--- src/rtl/ccl_pkg.sv ---
package ccl_pkg;
    localparam int CODE_W = 7;
    localparam int SLOT_W = CODE_W + 1;

    typedef struct packed {
        logic              pend;
        logic [CODE_W-1:0] code;
    } key_t;
endpackage

--- src/rtl/ccl_timer.sv ---
module ccl_timer #(
    parameter int N_SLOTS = 16,
    parameter int PH_W    = 3,
    parameter int IDX_W   = 4
) (
    input  logic             clk,
    input  logic             rst,
    output logic [PH_W-1:0]  phase,
    output logic [IDX_W-1:0] slot
);
    import ccl_pkg::*;
    localparam logic [PH_W-1:0]  LAST_PH   = PH_W'(SLOT_W - 1);
    localparam logic [IDX_W-1:0] LAST_SLOT = IDX_W'(N_SLOTS - 1);

    typedef struct packed {
        logic [PH_W-1:0]  ph;
        logic [IDX_W-1:0] idx;
    } tm_t;

    tm_t tm_d, tm_q;

    always_comb begin
        tm_d = tm_q;
        if (tm_q.ph == LAST_PH) begin
            tm_d.ph  = '0;
            tm_d.idx = (tm_q.idx == LAST_SLOT) ? '0 : tm_q.idx + IDX_W'(1);
        end else begin
            tm_d.ph = tm_q.ph + PH_W'(1);
        end
    end

    always_ff @(posedge clk) begin
        if (rst) tm_q <= '0;
        else     tm_q <= tm_d;
    end

    assign phase = tm_q.ph;
    assign slot  = tm_q.idx;
endmodule

--- src/rtl/ccl_key_latch.sv ---
module ccl_key_latch (
    input  logic                      clk,
    input  logic                      rst,
    input  logic                      strobe,
    input  logic [ccl_pkg::CODE_W-1:0] code_in,
    input  logic                      done,
    output logic                      pend,
    output logic [ccl_pkg::CODE_W-1:0] code
);
    import ccl_pkg::*;

    key_t k_d, k_q;

    always_comb begin
        k_d = k_q;
        if (done) k_d.pend = 1'b0;
        if (!k_q.pend && strobe) begin
            k_d.pend = 1'b1;
            k_d.code = code_in;
        end
    end

    always_ff @(posedge clk) begin
        if (rst) k_q <= '0;
        else     k_q <= k_d;
    end

    assign pend = k_q.pend;
    assign code = k_q.code;
endmodule

--- src/rtl/ccl_ring.sv ---
module ccl_ring #(
    parameter int N_SLOTS = 16
) (
    input  logic clk,
    input  logic rst,
    input  logic out_bit,
    input  logic force_tag,
    output logic ce_lsb
);
    import ccl_pkg::*;
    localparam int LOOP_W = (N_SLOTS - 1) * SLOT_W;

    typedef struct packed {
        logic [LOOP_W-1:0] ring;
        logic [SLOT_W-1:0] ce;
    } rg_t;

    rg_t rg_d, rg_q;
    logic in_bit;

    always_comb begin
        in_bit     = rg_q.ring[0] | force_tag;
        rg_d.ce    = {in_bit, rg_q.ce[SLOT_W-1:1]};
        rg_d.ring  = {out_bit, rg_q.ring[LOOP_W-1:1]};
    end

    always_ff @(posedge clk) begin
        if (rst) begin
            rg_q.ring <= '0;
            rg_q.ce   <= SLOT_W'(1);
        end else begin
            rg_q <= rg_d;
        end
    end

    assign ce_lsb = rg_q.ce[0];
endmodule

--- src/rtl/cursor_char_loop.sv ---
module cursor_char_loop #(
    parameter int N_SLOTS = 16,
    localparam int IDX_W  = (N_SLOTS > 1) ? $clog2(N_SLOTS) : 1,
    localparam int PH_W   = $clog2(ccl_pkg::SLOT_W)
) (
    input  logic                       clk,
    input  logic                       rst,
    input  logic                       key_strobe,
    input  logic [ccl_pkg::CODE_W-1:0] key_code,
    output logic                       ser_bit,
    output logic                       ser_first,
    output logic [IDX_W-1:0]           slot_idx,
    output logic                       cursor_here
);
    import ccl_pkg::*;
    localparam logic [PH_W-1:0] LAST_PH = PH_W'(SLOT_W - 1);

    typedef struct packed {
        logic             located;
        logic             tag_hold;
        logic             o_bit;
        logic             o_first;
        logic             o_tag;
        logic [IDX_W-1:0] o_idx;
    } top_t;

    top_t st_d, st_q;

    logic [PH_W-1:0]   phase_w;
    logic [IDX_W-1:0]  slot_w;
    logic              pend_w;
    logic [CODE_W-1:0] key_w;
    logic              ce_lsb_w;
    logic              hit;
    logic              done;
    logic              out_bit;
    logic              located_w;
    logic [PH_W-1:0]   wr_idx;

    ccl_timer #(.N_SLOTS(N_SLOTS), .PH_W(PH_W), .IDX_W(IDX_W)) u_timer (
        .clk(clk), .rst(rst), .phase(phase_w), .slot(slot_w)
    );

    ccl_key_latch u_key (
        .clk(clk), .rst(rst), .strobe(key_strobe), .code_in(key_code),
        .done(done), .pend(pend_w), .code(key_w)
    );

    ccl_ring #(.N_SLOTS(N_SLOTS)) u_ring (
        .clk(clk), .rst(rst), .out_bit(out_bit), .force_tag(hit),
        .ce_lsb(ce_lsb_w)
    );

    always_comb begin
        st_d   = st_q;
        hit    = (phase_w == '0) && pend_w && ce_lsb_w;
        done   = st_q.located && (phase_w == LAST_PH);
        wr_idx = phase_w - PH_W'(1);

        if (phase_w == '0) begin
            out_bit       = hit ? 1'b0 : ce_lsb_w;
            st_d.located  = hit;
            st_d.tag_hold = ce_lsb_w;
            st_d.o_tag    = ce_lsb_w;
        end else begin
            out_bit    = st_q.located ? key_w[wr_idx] : ce_lsb_w;
            st_d.o_tag = st_q.tag_hold;
        end

        st_d.o_bit   = out_bit;
        st_d.o_first = (phase_w == '0);
        st_d.o_idx   = slot_w;
    end

    always_ff @(posedge clk) begin
        if (rst) st_q <= '0;
        else     st_q <= st_d;
    end

    assign located_w   = st_q.located;
    assign ser_bit     = st_q.o_bit;
    assign ser_first   = st_q.o_first;
    assign slot_idx    = st_q.o_idx;
    assign cursor_here = st_q.o_tag;
endmodule

--- config.mk ---
export PLATFORM = sky130hd
export DESIGN_NAME = cursor_char_loop
export DESIGN_NICKNAME = d
export VERILOG_FILES = /design/src/rtl/ccl_pkg.sv /design/src/rtl/ccl_timer.sv /design/src/rtl/ccl_key_latch.sv /design/src/rtl/ccl_ring.sv /design/src/rtl/cursor_char_loop.sv
export SDC_FILE = /design/constraint.sdc
export NUM_CORES = 1
export LEC_CHECK = 0
export BUFFER_PORTS_ARGS = -buffer_cell sky130_fd_sc_hd__buf_2
export CAP_MARGIN = 20
export CORE_UTILIZATION = 39
export DETAILED_ROUTE_END_ITERATION = 6
export HOLD_SLACK_MARGIN = 0.06
export SYNTH_ARGS = -nofsm -noshare
export SYNTH_HDL_FRONTEND = slang
export SYNTH_SLANG_ARGS = --single-unit
--- constraint.sdc ---
create_clock -name clk -period 1.53 [get_ports clk]
set_input_delay 0.2295 -clock clk [delete_from_list [all_inputs] [get_ports clk]]
set_output_delay 0.2295 -clock clk [all_outputs]
set_load 0.005 [all_outputs]
* Word level (Yosys, flattened, before mapping) *
Index checks and enable logic that the tools add are counted.

operators by class
  order comparisons = 1
  $add $sub $neg = 3
  bitwise gates (word level) = 1
  multipliers = 0
  equality and inequality tests = 2
  muxes and demuxes = 9
  divide/modulo/power cells = 0
  reduce and logical (&&, ||, !) cells = 8
  shift-type cells = 0

operators by type and width
  kind                                                 count
  2-to-1 mux 8 bit                                     1
  2-to-1 mux 1 bit                                     6
  adder 4 x 1 -> 4 bit (second input constant)         1
  == test 4 bit (second input constant)                1
  logical AND 1 bit                                    4
  < comparator 3 x 4 -> 1 bit (second input constant)  1
  2-to-1 mux 4 bit                                     1
  adder 3 x 1 -> 3 bit (second input constant)         1
  binary-select mux 1 bit (select 3 bit)               1
  == test 3 bit (second input constant)                1
  logical NOT 3 bit                                    1
  subtractor 3 x 1 -> 3 bit (second input constant)    1
  nonzero test 2 bit                                   1
  OR reduction 2 bit                                   1
  logical NOT 1 bit                                    1
  bitwise OR 1 bit                                     1

word-level totals
  bits in registers = 152
  word-level logic and storage cells = 36
  memories = 0
  latch bits = 0
  bits in read-only memories = 0
  RAM bits = 0

* Longest topological paths before layout *
  word-level depth = 5
  gate-level depth with buffers = 6
  mapped depth without buffers = 5

* By module *
Synthesis repeated with hierarchy kept, for this count alone.

unflattened totals
  cell total of the unflattened synthesis = 380
  area total of the unflattened synthesis = 4561.9 µm²

by module, submodules not included
  module            cells an instance  instances  area each (µm²)
  ccl_ring          270                1          3449.6
  cursor_char_loop  48                 1          465.4
  ccl_key_latch     33                 1          352.8
  ccl_timer         29                 1          294.0

* Worst setup path after synthesis *
Ideal clock, no wire load.

  path kind = reg-to-reg
  start point = register u_timer.tm_q, in the netlist u_timer.phase[0]
  end point = register u_timer.tm_q, in the netlist u_timer.slot[3]
  path slack = 88 ps
  clock period less this slack = 1442 ps
  path buffers = 1
  arrival = 1372 ps
  stages on the path, launching flop included = 7
  setup time = 70 ps
  data required time = 1460 ps
  cells stage by stage = dfxtp_1 -> ha_1 -> ha_1 -> buf_2 -> nand2_1 -> or3_1 -> a21oi_1

between the ends
  cells in the longest elaborated chain, start to end = 1

ends and longest elaborated chain
  element                 line             RTL
  from (decl)             ccl_timer.sv:20  tm_t tm_d, tm_q;
  from (signal assigned)  ccl_timer.sv:34  else tm_q <= tm_d;
  == test 3 bit           ccl_timer.sv:24  if (tm_q.ph == LAST_PH) begin

Every way passes these cells.
A chain may end at the register's enable or synchronous reset.

* Worst setup path in the final report *
  start point = register u_timer.tm_q, in the netlist u_timer.phase[0]
  end point = register u_ring.rg_q, in the netlist u_ring.rg_d[126]

between the ends
  cells in the longest elaborated chain, start to end = 5
  elaborated cells between the ends (all ways) = 9
  those cells by class = add/sub (1); mux (5); reduce/logical (3)

ends and longest elaborated chain
  element                                 line                    RTL
  subtractor 3 x 1 -> 3 bit               cursor_char_loop.sv:58  wr_idx = phase_w - PH_W'(1);
  net wr_idx[0]                           cursor_char_loop.sv:38  logic [PH_W-1:0] wr_idx;
  binary-select mux 1 bit (select 3 bit)  cursor_char_loop.sv:66  out_bit = st_q.located ? key_w[wr_idx] : ce_lsb_w;
  2-to-1 mux 1 bit (implied by the code)  cursor_char_loop.sv:66
  2-to-1 mux 1 bit                        cursor_char_loop.sv:66
  2-to-1 mux 1 bit                        cursor_char_loop.sv:60  if (phase_w == '0) begin
  to (signal assigned)                    ccl_ring.sv:32          rg_q <= rg_d;
  to (decl)                               ccl_ring.sv:18          rg_t rg_d, rg_q;

The timed path passes the listed nets, and every way through them passes these cells. The select of a mux whose other input is x is not followed.

==> impl_metrics.ini <==
[place]
hpwl_mm = 3.03
place_inst = 508
dp_worst_setup_slack_ns = 0.188
io_buffer_count = 16
place_area_um2 = 4620
gp_congestion = 0.694

[clocking]
cts_buffers = 17
post_cts_buffers = 0
clkTransAtPathRegs_ns = 0.06
root_buffer = clkbuf_8
cts_sinks = 151
cts_max_level = 4
cts_resized = 0
clk_latency_ns = 0.52
clock_path_buffers = 2
holdBufCountCts = 7
cts_tree = yes

[synth]
synth.largest_area_cell = dfxtp_1
synthArstFlopShare_pct = 0
synth_xor_area_share_pct = 0.400
synth_nets = 381
synth.area.mux_share_pct = 2.88
synth_top_family_by_area = simple AND/OR/NAND/NOR gates
ys_ff_latch = 151
yosysUniqueCellTypes = 27
ys_seq_area_share_pct = 68.9
synthFlopType = dfxtp_1
synth_compound_area_share_pct = 1.51
syn_avg_cell_area_um2 = 12.0
synth_edf_count = 0
netlist_top_cells_area = dfxtp_1 69%, nor2b_1 19%, mux2i_1 2.3%, ha_1 1.4%, nor2_1 1.3%
yosys.area_share.simple_pct = 22.0
netlist_area_um2 = 4380
synth_cells = 366
yosysWarnings = 0
netlist.area_leader.share_pct = 68.9
synthAdderAreaFrac_pct = 1.43

[sta]
hold_ws_ns = 0.186
finalHoldViolations = 0
setup_ws_ns = 0.160
clock-skew-final_ns = 0.00806
grt_setup_unrepaired = no
finalSetupTns_ns = 0
setup_viol = 0
worst_slew_pin_slew_ns = 0.572
slew_viol_final = 0
max_slew_margin_pct = 61.9
timing.fmax_mhz = 730
post-route-period-util_pct = 89.5
min_period_ns = 1.37

[power_and_ir_drop]
power_density_nw_per_um2 = 1610
leakage_nw = 2.17
total_power_mw = 8.53
ir_drop_mv = 1.07

[drt]
num_vias = 2251
antenna_left = 0
dr.pass1.iters = 6
drtIter0Drc = 54
route.detailed.drc = 0
avgViaCountPerCell = 4.13
routed_wl_mm = 5.62
wl_per_cell_um = 10.3

[min_path]
whs_endpoint = u_timer.slot[1]
min_from = rst
whs_path_depth = 2
hp-class = in2reg

[die]
die_area_um2 = 11700
coreArea_um2 = 10900
num_rows = 38
ios = 17
start_util_pct = 40.3
die_h_um = 108
die_w_um = 108

[cells_and_area]
area_growth_pct = 21.2
fill_cells = 951
fin_nets = 409
stdcell_count = 545
final_core_util_pct = 48.8
fin_area_um2 = 5310
diodes = 0
drive_gt1_share_pct = 13.6

[critical_path]
crit_arrival_ns = 1.79
rrSetupSlack_ns = 0.16
start_kind = flip-flop
endpoint_kind = flip-flop
crit_buf_inv = 1
worst-setup-path-type = reg2reg
r2r_end = u_ring.rg_d[126]
slowest_stage = a2111o_1
crit_family = compound AO/OA/AOI/OAI gates
cp.required_ns = 1.95
reg2regPathDepth = 5
slowest_delay_ns = 0.38
path_cells = inv_1 > ha_1 > and3b_1 > a2111o_1 > o31ai_1
rr_startpoint = u_timer.phase[0]
worst-path-max-fanout = 3

[flow_run]
maxCapViolations = 0

[global_route]
grt_pass1_wl_mm = 9.85
gr-total-overflow = 0
grt_max_degree = 56
globalRouteTotalUtil_pct = 11.4
grt_pass1_vias = 2177
antenna_found_initial = 0

[outcome]
status = finished clean
## placed cells by master (no fill, tap or decap), types with 5 or more instances in the layout
| cell type | synthesis | routed |
|---|---|---|
| mux2i_1 | 10 | 10 |
| buf_4 | 4 | 7 |
| ha_1 | 5 | 5 |
| a21oi_1 | 5 | 5 |
| nor2_1 | 15 | 15 |
| buf_2 | 4 | 15 |
| dlygate4sd3_1 | 0 | 7 |
| dfxtp_1 | 151 | 151 |
| clkbuf_8 | 0 | 6 |
| clkbuf_16 | 0 | 16 |
| nor2b_1 | 130 | 130 |
## where the power goes
group	switching (mW)	total [mW]	internal [mW]
Combinational	0.122	0.223	0.101
Sequential	0.0205	3.99	3.97
Clock	1.48	4.32	2.84
## metal layers
metal	track usage (%)	vias to the layer above	part of all wire, %
met5	0	-	0
met2	15.5	29	39
met4	7.05	0	1.9
met3	6.27	11	5.7
met1	14.0	1024	53
li1	-	1187	-
## worst max path at each step
stage	startpoint	endpoint	slack (ns)	cells after the start
final	u_timer.phase[0]	u_ring.rg_d[126]	0.16	5
after global routing	u_timer.phase[0]	u_ring.rg_d[126]	0.08	5
after detailed placement	u_timer.phase[0]	u_ring.rg_d[126]	0.19	5
after global placement	u_timer.phase[0]	u_ring.rg_d[126]	0.22	4
after floorplan	u_timer.phase[0]	u_timer.slot[3]	0.09	6
after CTS	u_timer.phase[0]	u_ring.rg_d[126]	0.16	5
## logic make-up after synthesis
logic type | after synthesis
flip-flops | 151
XOR/XNOR | 2
AND/OR/NAND/NOR | 161
multiplexers | 11
buffers and inverters | 26
AO/OA/AOI/OAI | 10
adder cells (fa/ha/maj) | 5
## synth_stat cells (2+ instances only)
cell / count
dfxtp_1: 151
nor2b_1: 130
nor2_1: 15
clkbuf_1: 13
mux2i_1: 10
a21oi_1: 5
ha_1: 5
buf_2: 4
buf_4: 4
inv_1: 4
nand2_1: 4
nand3b_1: 3
nand2b_1: 2
nor3_1: 2
xor2_1: 2
## state kept, by name, summed over array words and instances, names as in the netlist
| register | cells |
|---|---|
| ser_first | 1 |
| u_key.code | 7 |
| st_q | 1 |
| u_key.pend | 1 |
| u_ring.rg_d | 126 |
| u_timer.slot | 4 |
| u_timer.phase | 3 |
| located_w | 1 |
| u_ring.ce_lsb | 1 |
| u_ring.rg_q | 1 |
| cursor_here | 1 |
| slot_idx | 4 |
## area by class of cell
| type | count | area [um2] | area share [%] |
|---|---|---|---|
| timing repair buffer | 31 | 238 | 4.47 |
| clock inverter | 8 | 144 | 2.71 |
| tap | 140 | 175 | 3.30 |
| inverter | 4 | 15.0 | 0.283 |
| clock buffer | 22 | 483 | 9.09 |
| multi-input combinational | 189 | 1240 | 23.3 |
| sequential | 151 | 3020 | 56.9 |
Power figures use the tool's default switching activity.
